`config.mk`:
```
export PLATFORM = sky130hd
export DESIGN_NAME = mod3_channel_hash
export DESIGN_NICKNAME = d
export VERILOG_FILES = /design/src/rtl/mod3_hash_pkg.sv /design/src/rtl/m3h_seed.sv /design/src/rtl/m3h_rotator.sv /design/src/rtl/mod3_channel_hash.sv
export SDC_FILE = /design/constraint.sdc
export NUM_CORES = 1
export LEC_CHECK = 0
export BUFFER_PORTS_ARGS = -buffer_cell sky130_fd_sc_hd__buf_2
export CAP_MARGIN = 20
export CORE_ASPECT_RATIO = 0.75
export CORE_MARGIN = 8
export CORE_UTILIZATION = 35
export DETAILED_ROUTE_END_ITERATION = 6
export PLACE_DENSITY = 0.91
export SLEW_MARGIN = 20
export SYNTH_ARGS = -nofsm -noshare
export SYNTH_HDL_FRONTEND = slang
export SYNTH_SLANG_ARGS = --single-unit
```
`constraint.sdc`:
```
create_clock -name clk -period 2.35 [get_ports clk]
set_input_delay 0.235 -clock clk [delete_from_list [all_inputs] [get_ports clk]]
set_output_delay 0.235 -clock clk [all_outputs]
set_load 0.02 [all_outputs]
```
`src/rtl/mod3_hash_pkg.sv`:
```
package mod3_hash_pkg;

  localparam int RES_W = 3;
  typedef logic [RES_W-1:0] res_t;

  localparam res_t RES_ZERO = 3'b100;

  // one-hot code for a 2-bit value: 100 shifted right by (v mod 3)
  function automatic res_t seed_code(input logic [1:0] v);
    res_t r;
    r = RES_ZERO >> (v % 2'd3);
    return r;
  endfunction

  // single right-rotation step of a 3-bit one-hot vector
  function automatic res_t rot_step(input res_t v);
    return {v[0], v[2:1]};
  endfunction

  // n rotation steps
  function automatic res_t rot_by(input res_t v, input int n);
    res_t r;
    r = v;
    for (int i = 0; i < n; i++) begin
      r = rot_step(r);
    end
    return r;
  endfunction

endpackage

```
`src/rtl/m3h_seed.sv`:
```
module m3h_seed
  import mod3_hash_pkg::*;
(
  input  logic [1:0] field,
  output res_t       code
);
  assign code = seed_code(field);
endmodule

```
`src/rtl/m3h_rotator.sv`:
```
module m3h_rotator
  import mod3_hash_pkg::*;
#(
  parameter int CNT_W = 2
) (
  input  res_t             vec_in,
  input  logic [CNT_W-1:0] count,
  output res_t             vec_out
);
  localparam int N_CAND = 1 << CNT_W;

  res_t cand [N_CAND];

  for (genvar k = 0; k < N_CAND; k++) begin : g_cand
    assign cand[k] = rot_by(vec_in, k);
  end

  assign vec_out = cand[count];
endmodule

```
`src/rtl/mod3_channel_hash.sv`:
```
module mod3_channel_hash
  import mod3_hash_pkg::*;
#(
  parameter int ADDR_W   = 64,
  parameter int SEED_LSB = 15,
  parameter int ROT1_LSB = 17,
  parameter int ROT2_LSB = 19
) (
  input  logic              clk,
  input  logic              rst_n,
  input  logic              in_valid,
  input  logic [ADDR_W-1:0] real_addr,
  input  logic [1:0]        port_msb,
  output logic              out_valid,
  output logic [2:0]        res_partial,
  output logic [2:0]        chan_hash
);
  localparam int FLD_W = 2;

  // named internal stages, visible to the checker
  logic [FLD_W-1:0] fld_seed, fld_rot1, fld_rot2;
  res_t r0_code, r1_code, r2_code, r3_code;
  logic addr_unused;

  assign fld_seed = real_addr[SEED_LSB +: FLD_W];
  assign fld_rot1 = real_addr[ROT1_LSB +: FLD_W];
  assign fld_rot2 = real_addr[ROT2_LSB +: FLD_W];
  assign addr_unused = ^real_addr;

  m3h_seed u_seed (
    .field (fld_seed),
    .code  (r0_code)
  );

  m3h_rotator #(.CNT_W(FLD_W)) u_rot1 (
    .vec_in  (r0_code),
    .count   (fld_rot1),
    .vec_out (r1_code)
  );

  m3h_rotator #(.CNT_W(FLD_W)) u_rot2 (
    .vec_in  (r1_code),
    .count   (fld_rot2),
    .vec_out (r2_code)
  );

  m3h_rotator #(.CNT_W(FLD_W)) u_rot3 (
    .vec_in  (r2_code),
    .count   (port_msb),
    .vec_out (r3_code)
  );

  always_ff @(posedge clk) begin
    if (!rst_n) begin
      out_valid   <= 1'b0;
      res_partial <= RES_ZERO;
      chan_hash   <= RES_ZERO;
    end else begin
      out_valid <= in_valid;
      if (in_valid) begin
        res_partial <= r2_code;
        chan_hash   <= r3_code;
      end
    end
  end
endmodule

```
Word-level counts from Yosys, hierarchy flattened
Cells that the tools add are included.

word-level totals
  flip-flop bits (word level) = 7
  latch bits = 0
  RAM bits = 0
  memory bits (read-only) = 0
  memories kept = 0

cells by class
  add/sub/neg operators = 0
  multiply operators = 0
  div/mod/pow operators = 1
  order comparisons = 3
  equality and inequality tests = 0
  shifts and indexed selects = 1
  mux-type cells = 9
  bitwise gates (word level) = 3
  reduce and logical (&&, ||, !) cells = 0

operator list
  operator                                                   count
  binary-select mux 3 bit (select 2 bit)                     3
  2-to-1 mux 3 bit                                           6
  greater-or-equal comparator 3 bit (second input constant)  3
  inverter 2 -> 3 bit                                        3
  right shift 3 x 2 -> 3 bit (first input constant)          1
  modulo 2 x 2 -> 2 bit (second input constant)              1

Logic depth before layout (Yosys ltp)
  depth in word-level cells = 11
  mapped depth = 8
  gate-level depth less buffers = 8

Hierarchy
A second synthesis with hierarchy kept.

second synthesis, totals
  cells, all modules = 64
  area, all modules = 588.1 um^2

by module, submodules not included
  module             times used  cells an instance  area each (um^2)
  m3h_rotator        3           13                 101.3
  mod3_channel_hash  1           21                 251.5
  m3h_seed           1           4                  32.5

Worst setup path before layout
OpenSTA, ideal clock, no wires.

  kind = input-to-reg
  start = in real_addr[15]
  end = reg chan_hash[2]
  data arrival time = 1550 ps
  data required time = 2219 ps
  slack = 670 ps
  stages on the path = 8
  path buffers = 0
  cells stage by stage = inv_1 ha_1 and4bb_2 a221oi_2 o21ai_2 mux2i_1 a221oi_1 o211ai_1

between the ends
  longest elaborated chain between the ends = 11

ends and longest elaborated chain
  what                                                 line                     text
  start: declaration                                   mod3_channel_hash.sv:12  input logic [ADDR_W-1:0] real_addr,
  modulo 2 x 2 -> 2 bit                                mod3_hash_pkg.sv:11      r = RES_ZERO >> (v % 2'd3);
  right shift 3 x 2 -> 3 bit                           mod3_hash_pkg.sv:11
  binary-select mux 3 bit (select 2 bit)               m3h_rotator.sv:18        assign vec_out = cand[count];
  2-to-1 mux 3 bit (not written as such) (2 in a row)  m3h_rotator.sv:18
  binary-select mux 3 bit (select 2 bit)               m3h_rotator.sv:18
  2-to-1 mux 3 bit (not written as such) (2 in a row)  m3h_rotator.sv:18
  binary-select mux 3 bit (select 2 bit)               m3h_rotator.sv:18
  2-to-1 mux 3 bit (not written as such) (2 in a row)  m3h_rotator.sv:18
  end signal: assignment                               mod3_channel_hash.sv:62  chan_hash <= r3_code;
  end: declaration                                     mod3_channel_hash.sv:16  output logic [2:0] chan_hash

No other way between the ends. The select of a mux whose other input is x is not followed.
A chain may end at the register's enable or synchronous reset.

Worst setup path in the final report
Same ends and word-level chain as after synthesis.

==> results by group <==
Outcome
  • Status: completed

Timing
  • Max_slew headroom: 0.707
  • F_max: around 0.59 GHz
  • Worst Tran Pin Value: 436 ps
  • Layout Skew: 0 ps
  • Unrepaired setup endpoints after global routing: false
  • Slew Limit Fails: 0
  • Final hold violations: 0
  • Final period util: 0.722
  • Final critical-path required period: about 1700 ps
  • Setup TNS: 0 ps
  • Setup Viol. Count Final: 0

Clock network
  • Inserted Clock Buffers: 3
  • Clk slew on worst S/H paths: 60 ps
  • Post-CTS setup buffer count: 0
  • H-tree Lvls: 1
  • Clock latency on the worst-skew pair: 250 ps
  • Hold_buf cts: 0
  • CTS tree: done
  • Clk root buf: clkbuf_4
  • PostCTS Resize Cnt: 0
  • Clock sink total: 7
  • Clock tree buffer depth: 2

Detailed routing
  • DRT Wirelength: about 1500 µm
  • Pre-Repair DR Iteration Count: 4
  • Initial drt markers: 15
  • Via/cell ratio: about 5.3
  • Routed vias: 582
  • Avg WL per Cell: 14.1 µm
  • Post-route DRC: 0
  • Post-DRT Antenna Nets: 0

Worst setup path
  • Startpoint Class: input port
  • Worst path max stage delay: 360 ps
  • Crit Path Class: in -> reg
  • Crit-path leading delay family: compound AO/OA/AOI/OAI gates
  • FF-to-FF path depth: 2
  • Critical path buffers and inverters: 2
  • CP Cell Sequence: buf_2, inv_1, ha_1, and4bb_2, a221oi_2, o21ai_2, mux2i_1, a221oi_1, o211ai_1
  • Number of cells on the critical path: 9
  • Crit path capture type: flip-flop
  • CP required: 2470 ps
  • CP max FO: 6
  • Slowest CP cell: ha_1
  • Arrival @ worst endpoint: 1820 ps

Power
  • Maximum vdd drop: around 0.00028 V
  • PD cells: 527 nW/µm²
  • Pleak: 0.347 nW

Cells and area
  • Fin area: between 700 and 800 µm²
  • Fillcell total: 169
  • Most common cell after layout, fill and taps aside: buf_2
  • Nets: 159
  • Antenna cell count: 0
  • Synth-to-Final Area Change: 17.6%
  • Share of layout cells above drive strength 1: 0.448
  • Most frequent cells in the layout: buf_2, mux2i_1, nor2_1, dfxtp_1, inv_1

Logic synthesis
  • Post-Syn Area per Cell: 9.39 µm²
  • Post-Synthesis Cells: just over 70
  • Sequential share of the synthesized area: 0.210
  • Number of distinct library cells after synthesis: 31
  • Synthesis Warnings: 0
  • Post-Syn Area: 667 µm²
  • Post-synth net total: 142
  • Post-synthesis register bit count: 7

Floorplan
  • Placement row count: 13
  • I/O pin count: 76
  • Die H: roughly 54 µm
  • Core area: 1760 µm²
  • Die ar.: 3570 µm²
  • Starting density of the core: 0.380
  • Die width: about 66 µm

GRT
  • Initial antenna violation count: 0
  • Largest net degree at the start of global routing: 12
  • First-pass GRT wire length: about 2400 µm
  • All-Layer GR Usage: 0.0861
  • Grt total ovfl: 0
  • Number of global-route vias before repair: 575

Worst hold path
  • Hold Crit Class: in -> reg
  • Hold Path Stages: 2

Placement
  • PortBufs: 17
  • HPWL after DPL: 1240 µm
  • Placement Cell Area: 757 µm²
  • GPL Wtd Cong: 0.807

Flow run
  • Max-Cap Viols: 0
==> logic make-up after synthesis <==
family | after synthesis | share of synthesized area
fa+ha+maj | 2 | 0.0375
compound gates | 16 | 0.248
flops | 7 | 0.210
buf+inv | 10 | 0.0619
mux | 13 | 0.218
simple gates | 22 | 0.212
xor+xnor | 1 | 0.0131
==> cell usage after synthesis, drive strengths merged <==
master | instances | area, µm²
mux2 | 2 | 22.5
nand2 | 2 | 7.51
xnor2 | 1 | 8.76
o211ai | 1 | 7.51
and4bb | 3 | 37.5
a221oi | 4 | 53.8
a21oi | 1 | 8.76
nor3b | 1 | 12.5
o22ai | 1 | 6.26
mux2i | 11 | 123
nand3 | 1 | 5.00
and2 | 1 | 6.26
ha | 2 | 25.0
buf | 1 | 3.75
inv | 5 | 18.8
nor2 | 7 | 26.3
nor4 | 1 | 6.26
o21ai | 5 | 36.3
and2b | 1 | 7.51
nor2b | 1 | 6.26
a211oi | 3 | 37.5
nand3b | 1 | 7.51
nand2b | 3 | 18.8
dfxtp | 7 | 140
o221ai | 1 | 15.0
clkbuf | 4 | 18.8
==> sequential cells by signal, summed over array words and instances, names as in the netlist <==
register	cells
chan_hash	3
res_partial	3
out_valid	1
==> routing by layer <==
metal	share of wire	global-route usage
met4	0	0.0212
met1	0.42	0.0931
met3	0.056	0.0393
met5	0	0
met2	0.52	0.152
==> worst register-to-register path: stages (launching register included) <==
cell and delay (ps):
dfxtp_1 330, o221ai_2 110, a211oi_2 200
==> layout make-up <==
type	count	area (µm²)	share of cell area
clock buffers	3	22.5	0.0287
clock inverters	1	5.00	0.00638
inverters	5	18.8	0.0239
multi-input cells	54	485	0.619
flip-flops and latches	7	140	0.179
well taps	22	27.5	0.0351
repair buffers	17	85.1	0.108
==> path summary, 6_finish.rpt <==
kind	start	to	slack, ps
setup / recovery	real_addr[15]	chan_hash[2]	650
hold / removal	rst_n	res_partial[2]	210
setup reg to reg	chan_hash[0]	chan_hash[0]	1630
hold reg to reg	chan_hash[1]	chan_hash[1]	480
==> stage by stage <==
stage | instances | worst slack, ps | utilization | power (mW) | hold WS, ps
after global placement | 105 | 454 | 0.431 | 0.294 | 449
after floorplan | 71 | 670 | - | 0.263 | 297
after CTS | 109 | 667 | 0.447 | 0.416 | 210
final | 109 | 653 | 0.447 | 0.413 | 208
after detailed placement | 105 | 407 | 0.431 | 0.302 | 469
after global routing | 109 | 545 | 0.447 | 0.439 | 211
==> power by group <==
| group | switching, mW | internal [mW] | leakage [nW] |
|---|---|---|---|
| Combinational | 0.0956 | 0.0687 | 0.271 |
| Sequential | 0.00560 | 0.130 | 0.0582 |
| Clock | 0.0506 | 0.0625 | 0.0177 |
| Total | 0.152 | 0.261 | 0.347 |
No activity file was read; power rests on OpenSTA's default activity.
